<file path="config.mk">
export PLATFORM = sky130hd
export DESIGN_NAME = tdc_hit_recorder
export DESIGN_NICKNAME = d
export VERILOG_FILES = /design/src/rtl/tdc_pkg.sv /design/src/rtl/tdc_edge_finder.sv /design/src/rtl/tdc_l2_store.sv /design/src/rtl/tdc_readout.sv /design/src/rtl/tdc_hit_recorder.sv
export SDC_FILE = /design/constraint.sdc
export NUM_CORES = 2
export LEC_CHECK = 0
export CAP_MARGIN = 5
export CORE_MARGIN = 2
export CORE_UTILIZATION = 45
export CTS_CLUSTER_DIAMETER = 30
export DETAILED_ROUTE_END_ITERATION = 10
export DONT_BUFFER_PORTS = 1
export PLACE_DENSITY = 0.71
export SLEW_MARGIN = 20
export SYNTH_ARGS = -nofsm -noshare
export SYNTH_HDL_FRONTEND = slang
export SYNTH_HIERARCHICAL = 1
export SYNTH_SLANG_ARGS = --single-unit
export TNS_END_PERCENT = 10
</file>
<file path="constraint.sdc">
create_clock -name clk_i -period 37.4 [get_ports clk_i]
set_input_delay 7.48 -clock clk_i [delete_from_list [all_inputs] [get_ports clk_i]]
set_output_delay 7.48 -clock clk_i [all_outputs]
set_load 0.005 [all_outputs]
</file>
<file path="src/rtl/tdc_pkg.sv">
package tdc_pkg;
  parameter int WORD_W     = 10;
  parameter int XING_WORDS = 11;
  parameter int MAX_HITS   = 7;
  parameter int N_BUF      = 4;
  parameter int WID_W      = 8;
  parameter int RD_W       = 16;

  localparam int XING_BINS = WORD_W * XING_WORDS;
  localparam int BIN_W     = $clog2(XING_BINS + 1);
  localparam int CNT_W     = $clog2(MAX_HITS + 1);
  localparam int BUF_W     = $clog2(N_BUF);
  localparam int WIDX_W    = $clog2(XING_WORDS);

  typedef struct packed {
    logic [BIN_W-1:0] le;
    logic [WID_W-1:0] width;
  } hit_t;

  typedef struct packed {
    logic                       ovf;
    logic [CNT_W-1:0]           cnt;
    hit_t [MAX_HITS-1:0]        hits;
  } evt_t;
endpackage

</file>
<file path="src/rtl/tdc_edge_finder.sv">
module tdc_edge_finder
  import tdc_pkg::*;
#(
  parameter int PROMPT_BINS = 55
) (
  input  logic              clk_i,
  input  logic              rst_ni,
  input  logic [WORD_W-1:0] word_i,
  input  logic              bc_start_i,
  output evt_t              evt_o,
  output logic              prompt_o,
  output logic              delayed_o
);
  logic [WIDX_W-1:0] widx_q, widx;
  logic              prev_q, p;
  logic [CNT_W-1:0]  cnt_q, c;
  logic              open_q, o;
  logic              ovf_q, ov;
  logic [BIN_W-1:0]  le_q [MAX_HITS];
  logic [BIN_W-1:0]  te_q [MAX_HITS];
  logic [BIN_W-1:0]  le_d [MAX_HITS];
  logic [BIN_W-1:0]  te_d [MAX_HITS];
  logic [BIN_W-1:0]  base, pos;
  evt_t              fin;
  logic              pr_d, dl_d, done;

  always_comb begin
    if (bc_start_i || widx_q == WIDX_W'(XING_WORDS - 1)) widx = '0;
    else widx = widx_q + 1'b1;
    done = (widx == WIDX_W'(XING_WORDS - 1));
    c    = (widx == '0) ? '0   : cnt_q;
    o    = (widx == '0) ? 1'b0 : open_q;
    ov   = (widx == '0) ? 1'b0 : ovf_q;
    le_d = le_q;
    te_d = te_q;
    p    = prev_q;
    base = BIN_W'(int'(widx) * WORD_W);
    pos  = base;
    // serial scan of the word, earliest sample first
    for (int b = 0; b < WORD_W; b++) begin
      pos = base + BIN_W'(b);
      if (word_i[b] && !p) begin
        if (int'(c) < MAX_HITS) begin
          le_d[c] = pos;
          c       = c + 1'b1;
          o       = 1'b1;
        end else begin
          ov = 1'b1;
        end
      end else if (!word_i[b] && p && o) begin
        te_d[c - 1'b1] = pos;
        o              = 1'b0;
      end
      p = word_i[b];
    end
  end

  always_comb begin
    logic [BIN_W-1:0] te_f;
    logic             vld;
    fin     = '0;
    fin.cnt = c;
    fin.ovf = ov;
    pr_d    = 1'b0;
    dl_d    = 1'b0;
    for (int k = 0; k < MAX_HITS; k++) begin
      vld  = (CNT_W'(k) < c);
      te_f = (o && CNT_W'(k) == c - 1'b1) ? BIN_W'(XING_BINS) : te_d[k];
      if (vld) begin
        fin.hits[k].le    = le_d[k];
        fin.hits[k].width = WID_W'(te_f - le_d[k]);
        if (int'(le_d[k]) < PROMPT_BINS) pr_d = 1'b1;
        else                             dl_d = 1'b1;
      end
    end
  end

  always_ff @(posedge clk_i or negedge rst_ni) begin
    if (!rst_ni) begin
      widx_q    <= WIDX_W'(XING_WORDS - 1);
      prev_q    <= 1'b0;
      cnt_q     <= '0;
      open_q    <= 1'b0;
      ovf_q     <= 1'b0;
      evt_o     <= '0;
      prompt_o  <= 1'b0;
      delayed_o <= 1'b0;
      for (int k = 0; k < MAX_HITS; k++) begin
        le_q[k] <= '0;
        te_q[k] <= '0;
      end
    end else begin
      widx_q <= widx;
      prev_q <= p;
      cnt_q  <= c;
      open_q <= o;
      ovf_q  <= ov;
      for (int k = 0; k < MAX_HITS; k++) begin
        le_q[k] <= le_d[k];
        te_q[k] <= te_d[k];
      end
      if (done) begin
        evt_o     <= fin;
        prompt_o  <= pr_d;
        delayed_o <= dl_d;
      end
    end
  end
endmodule

</file>
<file path="src/rtl/tdc_l2_store.sv">
module tdc_l2_store
  import tdc_pkg::*;
(
  input  logic             clk_i,
  input  logic             rst_ni,
  input  logic             wr_i,
  input  evt_t             evt_i,
  input  logic             free_i,
  input  logic [BUF_W-1:0] free_id_i,
  input  logic [BUF_W-1:0] rd_id_i,
  output evt_t             evt_rd_o,
  output logic [N_BUF-1:0] full_o,
  output logic             ack_o,
  output logic             err_o,
  output logic [BUF_W-1:0] id_o
);
  evt_t             bufs [N_BUF];
  logic             found;
  logic [BUF_W-1:0] sel;

  always_comb begin
    found = 1'b0;
    sel   = '0;
    for (int i = N_BUF - 1; i >= 0; i--) begin
      if (!full_o[i]) begin
        found = 1'b1;
        sel   = BUF_W'(i);
      end
    end
  end

  for (genvar g = 0; g < N_BUF; g++) begin : g_slot
    evt_t slot_q;
    logic full_q;
    always_ff @(posedge clk_i or negedge rst_ni) begin
      if (!rst_ni) begin
        slot_q <= '0;
        full_q <= 1'b0;
      end else if (wr_i && found && sel == BUF_W'(g)) begin
        slot_q <= evt_i;
        full_q <= 1'b1;
      end else if (free_i && free_id_i == BUF_W'(g)) begin
        full_q <= 1'b0;
      end
    end
    assign bufs[g]   = slot_q;
    assign full_o[g] = full_q;
  end

  assign evt_rd_o = bufs[rd_id_i];

  always_ff @(posedge clk_i or negedge rst_ni) begin
    if (!rst_ni) begin
      ack_o <= 1'b0;
      err_o <= 1'b0;
      id_o  <= '0;
    end else begin
      ack_o <= wr_i && found;
      err_o <= wr_i && !found;
      if (wr_i && found) id_o <= sel;
    end
  end
endmodule

</file>
<file path="src/rtl/tdc_readout.sv">
module tdc_readout
  import tdc_pkg::*;
(
  input  logic             clk_i,
  input  logic             rst_ni,
  input  logic             dec_i,
  input  logic             acc_i,
  input  logic [BUF_W-1:0] dec_id_i,
  input  logic [N_BUF-1:0] full_i,
  input  evt_t             evt_i,
  output logic [BUF_W-1:0] rd_id_o,
  output logic             free_o,
  output logic [BUF_W-1:0] free_id_o,
  output logic             valid_o,
  output logic [RD_W-1:0]  word_o,
  output logic             last_o
);
  logic             active_q;
  logic [BUF_W-1:0] id_q;
  logic [CNT_W-1:0] ptr_q;
  logic             start;
  hit_t             h;

  assign start     = dec_i && !active_q && full_i[dec_id_i];
  assign rd_id_o   = id_q;
  assign valid_o   = active_q;
  assign last_o    = active_q && (ptr_q == evt_i.cnt);
  assign free_o    = last_o || (start && !acc_i);
  assign free_id_o = active_q ? id_q : dec_id_i;

  always_comb begin
    h      = evt_i.hits[ptr_q - 1'b1];
    word_o = '0;
    if (ptr_q == '0) begin
      word_o[CNT_W-1:0] = evt_i.cnt;
      word_o[4]         = evt_i.ovf;
      word_o[6:5]       = id_q;
    end else begin
      word_o = {1'b1, h.le, h.width};
    end
  end

  always_ff @(posedge clk_i or negedge rst_ni) begin
    if (!rst_ni) begin
      active_q <= 1'b0;
      id_q     <= '0;
      ptr_q    <= '0;
    end else if (start && acc_i) begin
      active_q <= 1'b1;
      id_q     <= dec_id_i;
      ptr_q    <= '0;
    end else if (active_q) begin
      if (last_o) active_q <= 1'b0;
      else        ptr_q    <= ptr_q + 1'b1;
    end
  end
endmodule

</file>
<file path="src/rtl/tdc_hit_recorder.sv">
module tdc_hit_recorder
  import tdc_pkg::*;
#(
  parameter int PROMPT_BINS = 55
) (
  input  logic        clk_i,
  input  logic        rst_ni,
  input  logic [9:0]  word_i,
  input  logic        bc_start_i,
  input  logic        l1a_i,
  input  logic        l2_dec_i,
  input  logic        l2_acc_i,
  input  logic [1:0]  l2_buf_i,
  output logic        trig_prompt_o,
  output logic        trig_delayed_o,
  output logic        l1a_ack_o,
  output logic [1:0]  l1a_buf_o,
  output logic        l1a_err_o,
  output logic        busy_o,
  output logic        rd_valid_o,
  output logic [15:0] rd_word_o,
  output logic        rd_last_o
);
  evt_t             cap, rd_evt;
  logic [N_BUF-1:0] full;
  logic             free;
  logic [BUF_W-1:0] free_id, rd_id;

  tdc_edge_finder #(.PROMPT_BINS(PROMPT_BINS)) u_edge (
    .clk_i     (clk_i),
    .rst_ni    (rst_ni),
    .word_i    (word_i),
    .bc_start_i(bc_start_i),
    .evt_o     (cap),
    .prompt_o  (trig_prompt_o),
    .delayed_o (trig_delayed_o)
  );

  tdc_l2_store u_store (
    .clk_i    (clk_i),
    .rst_ni   (rst_ni),
    .wr_i     (l1a_i),
    .evt_i    (cap),
    .free_i   (free),
    .free_id_i(free_id),
    .rd_id_i  (rd_id),
    .evt_rd_o (rd_evt),
    .full_o   (full),
    .ack_o    (l1a_ack_o),
    .err_o    (l1a_err_o),
    .id_o     (l1a_buf_o)
  );

  tdc_readout u_rd (
    .clk_i    (clk_i),
    .rst_ni   (rst_ni),
    .dec_i    (l2_dec_i),
    .acc_i    (l2_acc_i),
    .dec_id_i (l2_buf_i),
    .full_i   (full),
    .evt_i    (rd_evt),
    .rd_id_o  (rd_id),
    .free_o   (free),
    .free_id_o(free_id),
    .valid_o  (rd_valid_o),
    .word_o   (rd_word_o),
    .last_o   (rd_last_o)
  );

  assign busy_o = &full;
endmodule

</file>
==> impl_metrics.yaml <==
status:
  violations: "DRC, slew limit"
  status: "finished with violations"
sta:
  clock_skew_ns: 0.0385
  slew_viol_final: 361
  fin_tns_setup_ns: 0
  setup_viol: 0
  fmax_ghz: 0.0432
  final.min_clock_period_ns: 23.14
  rsz0062_at_grt: "no"
  finalHoldViolCount: 0
  timing.final.crit_share: 0.619
  relSlewSlack: -0.445
  tightest_slew_ns: 2.17
  whs_ns: 0.485
setup_path:
  crit_arrival_ns: 23.78
  critPathSlowestCell: "ha_1"
  criticalPathCategory: "input pin to flop"
  end_kind: "flop"
  crit_required_ns: 38.04
  critPathMaxFanout: 49
  critPathMaxStageDelay_ns: 0.77
  crit_path_frequent_cell: "ha_1"
  cp-start-kind: "input pin"
yosys:
  synth-edff-count: 0
  ys_seq_elements: 669
  syn_area_um2: 40200
  avgSynthCellArea_um2: 10.9
  async_flop_share: 1.00
  synth.net_count: 3790
  ys_seq_area_frac: 0.416
  synth_cell_types: 120
  yosysWarnings: 6
  synth.top_cell.area_share: 0.415
  syn-instance-count: 3684
  synth.most_common_cell: "dfrtp_1"
  ys.flop_type: "dfrtp_1"
  yosys-top-cells-area: "dfrtp_1, mux2_2, mux4_2, nand2_1, mux2_4"
  yosys.area.top_type: "dfrtp_1"
  synth_common_cells: "dfrtp_1, mux2_2, nand2_1"
grt:
  antenna_found_initial: 3
  grt_max_degree: 670
  grt_pass1_vias: 30430
  overflow: 0
  grt_usage: 0.276
  grt_pass1_wl_mm: 193
clocking:
  cts_resized: 0
  cts_sinks: 669
  clk_pin_slew_worst_paths_ns: 0.05
  htreeDepth: 4
  clockBufferDepth: 3
  numCtsBuffers: 135
  root_buffer: "clkbuf_16"
  postCtsSetupBuffers: 0
  cts_tree: "done"
  hold_buffers: 0
  clock_latency_ns: 0.72
route:
  finalWirelength_mm: 127
  vias_per_cell: 6.33
  drt_pre_antenna_iters: 11
  drtIter0Drc: 3662
  drc: 14
  vias: 31328
  wl_per_cell_um: 25.7
  postRouteAntennaNets: 0
floorplan:
  die_area_um2: 91800
  io_pins: 43
  die_h_um: 303
  die_x_um: 303
  core_um2: 88500
  start_util: 0.455
  num_rows: 109
place:
  routabilityCongestion: 1.01
  port-buffer-count: 0
  placed_cells: 4699
  placed_cell_area_um2: 41100
  hpwlAfterDp_mm: 87.6
layout:
  drive_gt1_frac: 0.262
  stdcell_area_um2: 45800
  multi_input_area_um2: 21800
  area_growth_pct: 13.8
  nFillCells: 7535
  ff_latch_area_um2: 16800
  instances_no_fill: 4948
  fin_nets: 3778
power:
  p_leak_nw: 21.0
  max-vdd-ir-drop_mv: 0.0642
  p_per_area_nw_per_um2: 106
  total_power_w: 0.00484
hold_path:
  min_path_type: "flop to flop"
job:
  maxCapViolations: 0
-- registers in the layout, indices dropped and copies added (netlist names), 2 cells and up --
signal,flops
u_store/bufs,436
u_rd/ptr_q,3
u_edge/te_q,49
u_store/g_slot.full_q,4
u_edge/le_q,49
u_edge/evt_o,109
u_edge/widx_q,4
u_edge/cnt_q,3
u_rd/rd_id_o,2
u_store/id_o,2
-- logic make-up after synthesis --
group                      after synthesis  synth area share
and+or+nand+nor                        917             0.106
buffers and inverters                  343            0.0430
xor gates and xnor gates                71            0.0158
DFF                                    669             0.416
AOI/OAI and AO/OA                      918             0.158
muxes                                  677             0.232
adders and majority gates               89            0.0291
-- layout by cell type, fill, tap and decap left out, drive strengths merged, types with 22 or more instances in the layout --
master,synthesis,routed
nor2b,29,29
a21oi,198,198
ha,80,80
nor2,201,201
a31oi,30,30
xor2,23,23
mux2,474,474
o21ai,230,230
nand2,372,372
dfrtp,667,667
a211oi,50,50
a21o,68,68
inv,109,124
clkbuf,126,184
mux2i,78,78
xnor2,48,48
and2,23,23
and3,22,22
mux4,125,125
o31ai,40,40
nand2b,59,59
o22ai,33,33
nand3,70,70
o211ai,35,35
nor3,63,63
buf,107,83
clkinv,1,35
-- per-layer routing --
layer / wire [um] / up-vias / part of all wire / track usage
li1: - / 13694 / - / -
met3: 11400 / 327 / 0.090 / 0.0663
met1: 53700 / 15794 / 0.42 / 0.380
met4: 5710 / 4 / 0.045 / 0.122
met2: 56400 / 1509 / 0.44 / 0.416
met5: 31 / - / 0.00024 / 0
-- path summary, 6_finish.rpt --
kind,slack (ns),end,startpoint,depth (start not counted)
setup / recovery,14.26,u_edge/evt_o[7],bc_start_i,60
hold / removal,0.48,u_store/bufs[105],u_store/bufs[105],1
setup reg to reg,19.91,u_edge/evt_o[7],u_edge/widx_q[1],62
hold reg to reg,0.48,u_store/bufs[105],u_store/bufs[105],1
max in group asynchronous,28.95,u_rd/rd_id_o[1],rst_ni,0
min in group asynchronous,6.47,u_store/bufs[280],rst_ni,0
-- worst max-delay path: cells and delay by family --
family	cells	cell delay (ns)
AND/OR/NAND/NOR	18	4.63
AO/OA/AOI/OAI	18	4.75
buffers and inverters	11	2.09
multiplexers	4	1.31
adder cells (fa/ha/maj)	9	3.41
-- power by group --
| group | total (W) | internal, W | switching (W) | leakage, nW |
|---|---|---|---|---|
| Combinational | 0.00242 | 0.00101 | 0.00141 | 9.66 |
| Sequential | 0.00121 | 0.000986 | 0.000224 | 9.02 |
| Clock | 0.00121 | 0.000798 | 0.000415 | 2.29 |
| Total | 0.00484 | 0.00279 | 0.00205 | 21.0 |
-- area by class of cell --
class / count / share of cell area
antenna: 2 / 0.000109
clock buffer: 183 / 0.0841
clock inverter: 63 / 0.0180
inverter: 110 / 0.00913
multi-input combinational: 2672 / 0.477
sequential: 669 / 0.366
tap: 1165 / 0.0318
timing repair buffer: 84 / 0.0140
-- metrics by stage --
stage | setup slack (ns) | util
final | 14.26 | 0.517
after global routing | 13.21 | 0.517
after CTS | 14.67 | 0.517
after detailed placement | 14.00 | 0.464
after global placement | 14.43 | 0.464
after floorplan | 15.69 | -
Note: power is estimated with default switching activity, not from simulation.
